[config.mk]
export PLATFORM = sky130hd
export DESIGN_NAME = ckr_retire_ctl
export DESIGN_NICKNAME = d
export VERILOG_FILES = /design/src/rtl/ckr_pkg.sv /design/src/rtl/ckr_decide.sv /design/src/rtl/ckr_strobe_reg.sv /design/src/rtl/ckr_retire_ctl.sv
export SDC_FILE = /design/constraint.sdc
export NUM_CORES = 1
export LEC_CHECK = 0
export BUFFER_PORTS_ARGS = -buffer_cell sky130_fd_sc_hd__clkbuf_2
export CAP_MARGIN = 30
export CORE_AREA = 2 2 39 41
export DETAILED_ROUTE_END_ITERATION = 7
export DIE_AREA = 0 0 41 43
export PLACE_DENSITY = 0.49
export SLEW_MARGIN = 20
export SYNTH_ARGS = -nofsm -noshare
export SYNTH_HDL_FRONTEND = slang
export SYNTH_SLANG_ARGS = --single-unit
[constraint.sdc]
create_clock -name clk -period 1.1 [get_ports clk]
set_input_delay 0.11 -clock clk [delete_from_list [all_inputs] [get_ports clk]]
set_output_delay 0.11 -clock clk [all_outputs]
set_load 0.02 [all_outputs]
[src/rtl/ckr_pkg.sv]
package ckr_pkg;

    typedef enum logic [2:0] {
        ACT_NONE   = 3'd0,
        ACT_COMMIT = 3'd1,
        ACT_VIRT   = 3'd2,
        ACT_CKPT   = 3'd3,
        ACT_STALL  = 3'd4
    } ret_act_e;

    typedef struct packed {
        logic valid;
        logic done;
        logic ops_ready;
        logic long_lat;
        logic is_store;
        logic addr_known;
        logic data_known;
    } head_stat_t;

    typedef struct packed {
        logic full;
        logic empty;
    } ckpt_stat_t;

    typedef struct packed {
        ret_act_e act;
        logic     data_block;
    } ret_dec_t;

    // Store rules first, then completion, then readiness, then class.
    function automatic ret_dec_t decide(input head_stat_t h, input ckpt_stat_t c);
        ret_dec_t d;
        logic     need_new;
        d.act        = ACT_NONE;
        d.data_block = 1'b0;
        need_new     = 1'b0;
        if (h.valid) begin
            if (h.is_store) begin
                if (h.addr_known) begin
                    d.act        = ACT_COMMIT;
                    d.data_block = ~h.data_known;
                end else begin
                    d.act = ACT_STALL;
                end
            end else if (h.done) begin
                d.act = ACT_COMMIT;
            end else if (!h.ops_ready) begin
                if (c.empty) need_new = 1'b1;
                else         d.act    = ACT_VIRT;
            end else if (h.long_lat) begin
                need_new = 1'b1;
            end else begin
                d.act = ACT_STALL;
            end
            if (need_new) d.act = c.full ? ACT_STALL : ACT_CKPT;
        end
        return d;
    endfunction

endpackage

[src/rtl/ckr_decide.sv]
module ckr_decide
    import ckr_pkg::*;
(
    input  head_stat_t head,
    input  ckpt_stat_t ckpt,
    output ret_dec_t   dec
);
    always_comb begin
        dec = decide(head, ckpt);
    end
endmodule

[src/rtl/ckr_strobe_reg.sv]
module ckr_strobe_reg
    import ckr_pkg::*;
(
    input  logic     clk,
    input  logic     rst,
    input  ret_dec_t dec,
    output logic     s_commit,
    output logic     s_virt,
    output logic     s_ckpt,
    output logic     s_stall,
    output logic     s_release,
    output logic     s_retain,
    output logic     s_block,
    output logic     s_fence
);
    always_ff @(posedge clk) begin
        if (rst) begin
            s_commit  <= 1'b0;
            s_virt    <= 1'b0;
            s_ckpt    <= 1'b0;
            s_stall   <= 1'b0;
            s_release <= 1'b0;
            s_retain  <= 1'b0;
            s_block   <= 1'b0;
            s_fence   <= 1'b0;
        end else begin
            s_commit  <= (dec.act == ACT_COMMIT);
            s_virt    <= (dec.act == ACT_VIRT);
            s_ckpt    <= (dec.act == ACT_CKPT);
            s_stall   <= (dec.act == ACT_STALL);
            s_release <= (dec.act == ACT_COMMIT) || (dec.act == ACT_VIRT) || (dec.act == ACT_CKPT);
            s_retain  <= (dec.act == ACT_VIRT) || (dec.act == ACT_CKPT);
            s_block   <= dec.data_block;
            s_fence   <= (dec.act == ACT_CKPT);
        end
    end
endmodule

[src/rtl/ckr_retire_ctl.sv]
module ckr_retire_ctl
    import ckr_pkg::*;
(
    input  logic clk,
    input  logic rst,
    input  logic head_valid,
    input  logic head_done,
    input  logic head_ops_ready,
    input  logic head_long_lat,
    input  logic head_is_store,
    input  logic head_addr_known,
    input  logic head_data_known,
    input  logic ckpt_full,
    input  logic ckpt_empty,
    output logic do_commit,
    output logic do_virt_commit,
    output logic do_ckpt_create,
    output logic do_stall,
    output logic rob_release,
    output logic lsq_retain,
    output logic store_data_block,
    output logic sb_fence
);
    head_stat_t head;
    ckpt_stat_t ckpt;
    ret_dec_t   dec;

    always_comb begin
        head.valid      = head_valid;
        head.done       = head_done;
        head.ops_ready  = head_ops_ready;
        head.long_lat   = head_long_lat;
        head.is_store   = head_is_store;
        head.addr_known = head_addr_known;
        head.data_known = head_data_known;
        ckpt.full       = ckpt_full;
        ckpt.empty      = ckpt_empty;
    end

    ckr_decide u_decide (
        .head (head),
        .ckpt (ckpt),
        .dec  (dec)
    );

    ckr_strobe_reg u_sreg (
        .clk       (clk),
        .rst       (rst),
        .dec       (dec),
        .s_commit  (do_commit),
        .s_virt    (do_virt_commit),
        .s_ckpt    (do_ckpt_create),
        .s_stall   (do_stall),
        .s_release (rob_release),
        .s_retain  (lsq_retain),
        .s_block   (store_data_block),
        .s_fence   (sb_fence)
    );

    AST_ONE_STROBE: assert property (@(posedge clk) disable iff (rst)
        $onehot0({do_commit, do_virt_commit, do_ckpt_create, do_stall}));
    AST_VALID_ACTS: assert property (@(posedge clk) disable iff (rst)
        head_valid |=> $countones({do_commit, do_virt_commit, do_ckpt_create, do_stall}) == 1);
    AST_IDLE_QUIET: assert property (@(posedge clk) disable iff (rst)
        !head_valid |=> !rob_release && !do_stall && !sb_fence);
    AST_STORE_NO_VIRT: assert property (@(posedge clk) disable iff (rst)
        (head_valid && head_is_store) |=> !do_virt_commit && !do_ckpt_create);
    AST_FULL_NO_CKPT: assert property (@(posedge clk) disable iff (rst)
        ckpt_full |=> !do_ckpt_create);
    AST_SHORT_STALL: assert property (@(posedge clk) disable iff (rst)
        (head_valid && !head_is_store && !head_done && head_ops_ready && !head_long_lat) |=> do_stall);
    AST_BLOCK_ON_COMMIT: assert property (@(posedge clk) disable iff (rst)
        store_data_block |-> do_commit);
    AST_FENCE_CKPT: assert property (@(posedge clk) disable iff (rst)
        sb_fence |-> do_ckpt_create);
    AST_RETAIN_FREES: assert property (@(posedge clk) disable iff (rst)
        lsq_retain |-> rob_release && !do_commit);

endmodule

=== Yosys cells after proc, flatten, opt, wreduce, memory -nomap -nowiden ===
Index checks and enable logic that the tools add are counted.

* Register bits after elaboration: 7
* Bits of input ports: 11

* Bitwise logic cells: 4
* Equal/unequal tests: 4
* Reductions and logical operators: 4
* Mux-type cells: 17

{| class="wikitable"
|+ Operators by type and width
! cell !! number
|-
| two-way mux 3 bit || 7
|-
| two-way mux 1 bit || 8
|-
| == test 3 x 2 -> 1 bit (second input constant) || 2
|-
| two-way mux 4 bit || 1
|-
| inverter 1 bit || 4
|-
| OR reduction 4 bit || 1
|-
| == test 3 x 1 -> 1 bit (second input constant) || 1
|-
| == test 3 bit (second input constant) || 1
|-
| logical OR 1 bit || 3
|-
| two-way mux 2 bit || 1
|}

=== Longest topological paths before layout ===
* Word-level depth: 10
* Mapped depth: 3

=== Hierarchy ===
Synthesis repeated with hierarchy kept, for this count alone.

* Cells, all modules: 28
* Area total of the unflattened synthesis: 289.0 µm²

{| class="wikitable"
|+ By module, submodules not included
! module !! times used !! cells an instance !! area an instance (µm²)
|-
| ckr_strobe_reg || 1 || 16 || 206.4
|-
| ckr_decide || 1 || 12 || 82.6
|}

=== Worst setup path before layout ===
Ideal clock, no wire load.

* Path type: input-to-reg
* Start: input port rst
* End: register u_sreg.s_ckpt
* Setup slack: 0.323 ns
* Cell stages on the path: 3
* Setup time: 0.073 ns
* Data arrival time: 0.704 ns
* Path buffers: 0
* Data required time: 1.027 ns
* Cell sequence: nand2b_4 -> or3_4 -> nor3_2

{| class="wikitable"
|+ RTL lines
! item !! line !! text
|-
| start: declaration || ckr_retire_ctl.sv:5 || <nowiki>input logic rst,</nowiki>
|-
| end signal: assignment || ckr_strobe_reg.sv:29 || <nowiki>s_ckpt <= (dec.act == ACT_CKPT);</nowiki>
|-
| end: declaration || ckr_strobe_reg.sv:9 || <nowiki>output logic s_ckpt,</nowiki>
|}

=== Final worst setup path ===
* Start: register u_sreg.s_ckpt
* End: output port do_ckpt_create

{| class="wikitable"
|+ RTL lines
! item !! line !! text
|-
| end: declaration || ckr_retire_ctl.sv:17 || <nowiki>output logic do_ckpt_create,</nowiki>
|}

No word-level cell between the ends.

==> impl_metrics.json <==
{
  "status": "complete, no violations",
  "fin_nets": 56,
  "gp_congestion": 0.596,
  "ant_nets": 0,
  "cts_resized": 0,
  "ys_seq_elements": 7,
  "critPathLaunchType": "flop",
  "yosysSeqAreaShare": 0.541,
  "cp_data_required_time_ps": 990,
  "finalSetupViolations": 0,
  "io_pins": 19,
  "fin_cells": 60,
  "drive_gt1_frac": 0.545,
  "ys_async_sr_fraction": 0,
  "drt_iter0_markers": 5,
  "ys_types": 13,
  "yosysTopAreaCellShare": 0.541,
  "synthTopCellsByCount": "dfxtp_1 (7), nor3_1 (3), mux2i_1 (2), nor2_1 (2)",
  "grt_pass1_vias": 214,
  "grt_max_degree": 5,
  "cp_max_fo": 2,
  "cts_tree": "yes",
  "num_vias": 236,
  "grt.total_usage": 0.0734,
  "fin_total_pwr_uw": 562,
  "yosysMostFrequentCell": "dfxtp_1",
  "drc": 0,
  "power_density_nw_per_um2": 1450,
  "fin_crit_ps": 842,
  "wl_per_cell_um": 9.48,
  "dpl.hpwl_um": 461,
  "cts.sinks": 7,
  "io_buffer_count": 18,
  "design.core.area_um2": 1380,
  "antenna_found_initial": 0,
  "critPathMaxStageDelay_ps": 320,
  "drt_first_pass_iters": 4,
  "hold_viol": 0,
  "synth.net_count": 34,
  "cp_slowest_cell": "dfxtp_1",
  "cts_root_buffer": "clkbuf_4",
  "syn_inst": 23,
  "worstMarginPinSlew_ps": 256,
  "critPathCaptureType": "output port",
  "max_cap_violations": 0,
  "fin_setup_tns_ps": 0,
  "die_y_um": 43,
  "crit_arrival_ps": 730,
  "ys.warnings.count": 0,
  "slew_viol_final": 0,
  "vias_per_cell": 3.93,
  "syn_area_um2": 259,
  "cts_setup_buffers": 0,
  "ir_drop_mv": 0.556,
  "p_leak_nw": 0.196,
  "syn2layout_area_growth_pct": 49.8,
  "path_clk_slew_ps": 50,
  "cts_max_level": 1,
  "synth_edf_count": 0,
  "design.die.area_um2": 1760,
  "cts_buffers": 3,
  "cp_top_family": "flip-flops",
  "place_inst": 56,
  "syn_area_per_cell_um2": 11.3,
  "path_cells": "clkbuf_2",
  "rows": 14,
  "crit_type": "reg2out",
  "fmax_mhz": 1190,
  "hold_depth": 2,
  "grt-ovfl-total": 0,
  "die_x_um": 41,
  "cp_num_buf_inv": 1,
  "grt_pass1_wl_um": 807,
  "min_to": "u_sreg.s_block",
  "wl_um": 569,
  "grt_setup_unrepaired": "no",
  "min-delay-start": "head_data_known",
  "synth_top_cell_by_area": "dfxtp_1",
  "hold_path.class": "in2reg",
  "antenna_cells": 0,
  "initial_utilization": 0.187,
  "cts-hold-fix-buffers": 0,
  "relSlewSlack": 0.828,
  "period_share": 0.765,
  "synth_flop_cell": "dfxtp_1",
  "synth_area_leaders": "dfxtp_1 (54%), mux2i_1 (7.7%), nor3_1 (5.8%)",
  "clockBufferDepth": 2
}
==> how the worst max path moves through the flow <==
| stage | end | cells after the start | start | slack, ps |
|---|---|---|---|---|
| floorplan | u_sreg.s_ckpt | 3 | rst | 320 |
| global route | do_ckpt_create | 1 | u_sreg.s_ckpt | 200 |
| detailed placement | u_sreg.s_retain | 4 | rst | 190 |
| CTS | do_ckpt_create | 1 | u_sreg.s_ckpt | 240 |
| global placement | u_sreg.s_retain | 4 | rst | 170 |
| finish | do_ckpt_create | 1 | u_sreg.s_ckpt | 260 |
==> state kept, by name, summed over array words and instances, names as in the netlist <==
register,flops
u_sreg.s_block,1
u_sreg.s_ckpt,1
u_sreg.s_commit,1
u_sreg.s_release,1
u_sreg.s_retain,1
u_sreg.s_stall,1
u_sreg.s_virt,1
==> area by class of cell <==
class,count,area (um2)
clock buffers,4,26.3
multi-input cells,15,111
fillers,153,996
repair buffers,18,90.1
flip-flops and latches,7,140
well taps,16,20.0
==> cells by family (layout without fill, tap and decap cells) <==
| logic type | after synthesis | count (layout) | synth area share |
|---|---|---|---|
| compound gates | 2 | 2 | 0.0580 |
| buf+inv | 1 | 22 | 0.0290 |
| simple gates | 11 | 11 | 0.295 |
| flops | 7 | 7 | 0.541 |
| mux | 2 | 2 | 0.0773 |
==> layer usage <==
layer  wire length [um]  GRT usage
met5                  0          0
met4                  0     0.0200
met3                 98     0.0838
met2                191     0.0844
met1                279     0.0871
==> per-stage QoR <==
| stage | worst slack, ps | hold WS [ps] | util | cell area, um2 |
|---|---|---|---|---|
| after floorplan | 323 | 180 | - | 259 |
| after global placement | 171 | 278 | 0.261 | 362 |
| after detailed placement | 187 | 287 | 0.261 | 362 |
| after CTS | 244 | 19.3 | 0.280 | 388 |
| after global routing | 201 | 18.6 | 0.280 | 388 |
| final | 258 | 28.8 | 0.280 | 388 |
==> layout by cell type (no fill, tap or decap), drive strengths merged <==
cell and count:
and3b 1, clkbuf 22, dfxtp 7, mux2i 2, nand2 1, nand2b 1
nor2 2, nor2b 1, nor3 4, o21a 1, o31ai 1, or3 1
==> report_power, final <==
| part | internal, mW | switching (mW) | total [mW] |
|---|---|---|---|
| Clock | 0.138 | 0.0906 | 0.229 |
| Combinational | 0.0322 | 0.0379 | 0.0701 |
| Sequential | 0.261 | 0.00197 | 0.263 |
| Total | 0.432 | 0.130 | 0.562 |
Power figures use the tool's default switching activity.
